===== src/rtl/branch_skip_unit.sv =====
module branch_skip_unit #(
  parameter int PC_W  = 16,
  parameter int OFF_W = 7
) (
  input  logic             clk,
  input  logic             rst_n,
  input  logic [3:0]       op_i,
  input  logic [PC_W-1:0]  pc_i,
  input  logic [OFF_W-1:0] off_i,
  input  logic [7:0]       sreg_i,
  input  logic [7:0]       tbyte_i,
  input  logic [2:0]       sel_i,
  input  logic             eq_i,
  input  logic             next_long_i,
  output logic [PC_W-1:0]  npc_o,
  output logic             taken_o,
  output logic [1:0]       cyc_o
);
  localparam int EXT_W = PC_W - OFF_W;

  logic fc, fz, fn, fv, fh;
  assign fc = sreg_i[0];
  assign fz = sreg_i[1];
  assign fn = sreg_i[2];
  assign fv = sreg_i[3];
  assign fh = sreg_i[5];

  logic hit;
  always_comb begin
    case (op_i)
      4'd0:    hit = 1'b1;
      4'd1:    hit = sreg_i[sel_i];
      4'd2:    hit = ~sreg_i[sel_i];
      4'd3:    hit = fz;
      4'd4:    hit = ~fz;
      4'd5:    hit = fc;
      4'd6:    hit = ~fc;
      4'd7:    hit = fn;
      4'd8:    hit = ~fn;
      4'd9:    hit = ~(fn ^ fv);
      4'd10:   hit = fn ^ fv;
      4'd11:   hit = fh;
      4'd12:   hit = ~fh;
      4'd13:   hit = eq_i;
      4'd14:   hit = ~tbyte_i[sel_i];
      default: hit = tbyte_i[sel_i];
    endcase
  end

  logic            is_skip;
  logic [PC_W-1:0] off_ext, br_tgt, sk_tgt, nxt;
  logic [1:0]      cost;

  assign is_skip = op_i >= 4'd13;
  assign off_ext = {{EXT_W{off_i[OFF_W-1]}}, off_i};
  assign br_tgt  = pc_i + off_ext + PC_W'(1);
  assign sk_tgt  = pc_i + (next_long_i ? PC_W'(3) : PC_W'(2));

  always_comb begin
    if (!hit) begin
      nxt  = pc_i + PC_W'(1);
      cost = 2'd1;
    end else if (is_skip) begin
      nxt  = sk_tgt;
      cost = next_long_i ? 2'd3 : 2'd2;
    end else begin
      nxt  = br_tgt;
      cost = 2'd2;
    end
  end

  always_ff @(posedge clk) begin
    if (!rst_n) begin
      npc_o   <= '0;
      taken_o <= 1'b0;
      cyc_o   <= 2'd0;
    end else begin
      npc_o   <= nxt;
      taken_o <= hit;
      cyc_o   <= cost;
    end
  end
endmodule


===== config.mk =====
export PLATFORM = sky130hd
export DESIGN_NAME = branch_skip_unit
export DESIGN_NICKNAME = d
export VERILOG_FILES = /design/src/rtl/branch_skip_unit.sv
export SDC_FILE = /design/constraint.sdc
export NUM_CORES = 1
export LEC_CHECK = 0
export ABC_AREA = 1
export BUFFER_PORTS_ARGS = -buffer_cell sky130_fd_sc_hd__buf_2
export CORE_MARGIN = 3
export CORE_UTILIZATION = 43
export CTS_CLUSTER_DIAMETER = 200
export DETAILED_ROUTE_END_ITERATION = 6
export PLACE_DENSITY = 0.68
export SKIP_LAST_GASP = 1
export SLEW_MARGIN = 20
export SYNTH_ARGS = -nofsm -noshare
export SYNTH_HDL_FRONTEND = slang
export SYNTH_SLANG_ARGS = --single-unit

===== constraint.sdc =====
create_clock -name clk -period 2.02 [get_ports clk]
set_clock_uncertainty 0.1 [all_clocks]
set_input_delay 0.606 -clock clk [delete_from_list [all_inputs] [get_ports clk]]
set_output_delay 0.606 -clock clk [all_outputs]
set_load 0.005 [all_outputs]

== Yosys cells after proc, flatten, opt, wreduce, memory -nomap -nowiden ==
Cells that the tools add are included.

* Register bits: 19
* Bits in latches: 0
* RAM bits: 0
* Memory bits (read-only): 0
* Bits of input ports: 50
* Output and inout bits: 19
* Logic and storage cells: 45
* Memories kept: 0

* Add/sub/neg operators: 4
* $mul: 0
* Div/mod/pow operators: 0
* Magnitude comparators: 2
* Equality and inequality tests: 14
* Shifts and indexed selects: 0
* Mux-type cells: 11
* Bitwise gates (word level): 8
* Reduce and logical (&&, ||, !) cells: 2

{| class="wikitable"
|+ Operators by type and width
! cell !! number
|-
| adder 16 x 1 -> 16 bit (second input constant) || 2
|-
| 2-to-1 mux 16 bit || 2
|-
| equality test 4 bit (second input constant) || 7
|-
| adder 16 bit || 1
|-
| adder 16 x 2 -> 16 bit || 1
|-
| equality test 4 x 3 -> 1 bit (second input constant) || 4
|-
| one-hot mux 1 bit (15 select lines) || 1
|-
| equality test 4 x 2 -> 1 bit (second input constant) || 2
|-
| NOT 1 bit || 7
|-
| binary-select mux 1 bit (select 3 bit) || 2
|-
| 2-to-1 mux 1 bit || 6
|-
| equality test 4 x 1 -> 1 bit (second input constant) || 1
|-
| greater-or-equal comparator 4 bit (second input constant) || 1
|-
| zero test 4 bit || 1
|-
| < comparator 3 x 4 -> 1 bit (second input constant) || 1
|-
| AND reduction 2 bit || 1
|-
| XOR 1 bit || 1
|}

== Logic depth before layout (Yosys ltp) ==
* Depth in word-level cells: 5
* Depth in mapped cells: 15
* Depth with buffers taken out: 15

== Worst setup path before layout ==
Ideal clock, no wire load.

* Kind: input -> register
* Start: input port pc_i[0]
* End: register npc_o[8]
* Library setup time: 0.113 ns
* Data arrival time: 1.972 ns
* Required time: 1.807 ns
* Slack: -0.165 ns
* Stages: 14
* Buffers on the path: 0
* Path through: inv_1 ha_1 inv_1 fa_1 nand3_1 nand2_1 nand2_1 nand3b_1 xnor2_1 nand2_1 nand2_1 nand2_1 nand2_1 nor2_1

* Longest elaborated chain between the ends: 4
* Elaborated cells on any way between the ends: 6
* Those cells by class: add/sub (4); mux (2)

{| class="wikitable"
|+ RTL lines
! what !! line !! source
|-
| start, declared || 8 || <nowiki>input logic [PC_W-1:0] pc_i,</nowiki>
|-
| adder 16 bit || 56 || <nowiki>assign br_tgt = pc_i + off_ext + PC_W'(1);</nowiki>
|-
| adder 16 x 1 -> 16 bit || 56 ||
|-
| 2-to-1 mux 16 bit || 63 || <nowiki>end else if (is_skip) begin</nowiki>
|-
| 2-to-1 mux 16 bit (*) || 60 || <nowiki>if (!hit) begin</nowiki>
|-
| end signal, assigned || 78 || <nowiki>npc_o <= nxt;</nowiki>
|-
| end, declared || 15 || <nowiki>output logic [PC_W-1:0] npc_o,</nowiki>
|}

Every way passes the cells marked *; elsewhere a longest branch is shown, timed or not.
A chain may end at the register's enable or synchronous reset.

== Final worst setup path ==
Same ends and word-level chain as after synthesis.

==> reports/results.ini <==
[run_status]
status=finished, violations left
violations=setup timing

[synth]
synth_nets=582
avgSynthCellArea_um2=5.37
synth_area_leaders=nand2_1, dfxtp_1, inv_1, nand3_1, nor2_1
ys_seq_area_frac=0.138
postSynthCellCount=513
synth_mux_area_frac=0
synthSimpleGateAreaFrac=0.489
synth.largest_area_cell=nand2_1
synth_top_family_by_area=simple AND/OR/NAND/NOR gates
synth_warnings=0
synth-xor-area-share=0.0795
synth_compound_area_frac=0.0740
synth.top_cell.area_share=0.232
synth.distinct_cells=30
synth_area_um2=2760
synthAdderAreaFrac=0.0890
ys_ff_latch=19

[cts]
path_clk_slew_ns=0.08
cts.htree.levels=1
cts_tree=built
clock_sinks=19
root_buffer=clkbuf_8
cts_inserted_buffers=3
cts.path.max_buffers=2

[drt]
num_vias=3484
antenna_left=0
wirelength_mm=8.95
dr.first_iter.drc_count=173
post_drt_wl_per_cell_um=12.4
drt_pre_antenna_iters=4
drc=0
routed_via_density=4.81

[sta]
max_freq_mhz=491
final.period_utilization=1.01
final-hold-violation-count=0
tightest_slew_ns=0.311
period_minus_slack_ns=2.04
setup_violations=1
final.setup.worst_slack_ns=-0.0174
rsz0062_at_grt=true
relSlewSlack=0.792
final_max_slew_viol_count=0

[global_route]
grt-ovfl-total=0
grt_pass1_wl_mm=14.8
grt_use_total=0.241
grt_pass1_vias=3362
grt_antenna_before_repair=0
grt_max_degree=17

[hold_path]
hold_path_class=input port to flop

[floorplanning]
dieArea_um2=7400
die_x_um=86.0
core.rowCount=28
die_y_um=86.0
coreArea_um2=6060
start_util=0.455
io_pins=69

[placed_design]
gp_congestion=0.891
hpwl_mm=7.26
io_buffers=68
dp_cells=717

[power_and_ir_drop]
powerDensity_nw_per_um2=420
vdd_drop_max_mv=0.284
p_leak_nw=2.27
p_total_mw=1.71

[cells_and_area]
layout-drive-gt1-share=0.317
insertedDiodeCount=0
multi_input_area_um2=2280
area_delta_synth_final_pct=48.0
final_nets=719
stdcell_count=724
fill_cells=583
regArea_um2=380

[critical_path]
worst-endpoint-arrival_ns=2.14
crit_path_end_kind=flop
start_kind=input port
critPathKind=input port to flop
cp.required_ns=2.12
cp_max_fo=4

[run]
maxCapViolations=0

==> final timing paths <==
check / startpoint / endpoint / slack, ns / cells after the start
worst max-delay path: pc_i[0] / npc_o[8] / -0.02 / 15
worst min-delay path: next_long_i / cyc_o[0] / 0.61 / 5
==> kinds of logic (layout without fill, tap and decap cells) <==
logic type      Yosys count  count (layout)
compound gates           39              39
buf+inv                  88             224
flops                    19              19
fa+ha+maj                19              19
xor+xnor                 25              25
simple gates            323             323
==> cell usage after synthesis (all sizes together) <==
master and count:
nand2 173, inv 80, nor2 76, nand3 53, dfxtp 19, xor2 19
ha 18, a21oi 17, o21ai 17, nor3 10, nand4 8, buf 7
xnor2 6, o22ai 2, a21boi 1, a31oi 1, and2 1, clkbuf 1
fa 1, nand3b 1, o31ai 1, or2 1
==> timing repair <==
item	CTS	global route
cloned	0	0
resized for setup	8	46
setup endpoints to repair	6	12
pin swaps	4	18
hold buffers	0	0
buffers inserted	0	3
==> metal layers <==
| layer | up-vias | global-route usage | part of all wire |
|---|---|---|---|
| met3 | 15 | 0.0134 | 0.033 |
| met5 | - | 0 | 0 |
| met1 | 1517 | 0.326 | 0.47 |
| met2 | 80 | 0.418 | 0.48 |
| li1 | 1872 | - | - |
| met4 | 0 | 0.0590 | 0.016 |
==> per-stage QoR <==
| step | setup slack, ns | instance area (µm²) | util | setup TNS, ns | hold WS, ns |
|---|---|---|---|---|---|
| global placement | -0.367 | 3740 | 0.617 | -3.15 | 0.860 |
| global route | -0.130 | 4080 | 0.673 | -0.530 | 0.628 |
| detailed placement | -0.364 | 3740 | 0.617 | -3.56 | 0.877 |
| finish | -0.0174 | 4080 | 0.673 | -0.0174 | 0.611 |
| CTS | 0.00934 | 3830 | 0.632 | 0 | 0.603 |
| floorplan | -0.0294 | 2790 | - | -0.0294 | 0.642 |
==> placed cells by master, fill, tap and decap left out, types with 19 or more instances in the layout <==
| cell | n |
|---|---|
| nand3_1 | 49 |
| dfxtp_1 | 19 |
| nand2_1 | 160 |
| buf_4 | 68 |
| nor2_1 | 63 |
| buf_2 | 65 |
| xor2_1 | 19 |
| inv_1 | 73 |
==> layout make-up <==
cell class / instances / area share
clock buffers: 3 / 0.0101
clock inverters: 1 / 0.00123
inverters: 80 / 0.0780
flip-flops and latches: 19 / 0.0933
repair buffers: 140 / 0.234
multi-input cells: 406 / 0.560
well taps: 75 / 0.0230
==> registers in the layout, summed over array words and instances (netlist names) <==
| name | cells |
|---|---|
| npc_o | 16 |
| cyc_o | 2 |
| taken_o | 1 |
==> worst max-delay path, cell delays in order <==
cell and delay (ns):
buf_8 0.10, clkinv_4 0.05, ha_4 0.14, inv_4 0.04, fa_2 0.38, nand3_2 0.12, nand2_4 0.07, nand2_2 0.05
nand3b_1 0.08, xnor2_1 0.13, nand2_1 0.06, nand2_1 0.04, nand2_1 0.07, nand2_1 0.07, nor2_2 0.13
==> report_power, final <==
part	internal (mW)	switching (mW)	total [mW]
Sequential	0.423	0.0112	0.434
Clock	0.137	0.136	0.273
Combinational	0.466	0.539	1.00
No activity file was read; power rests on OpenSTA's default activity.
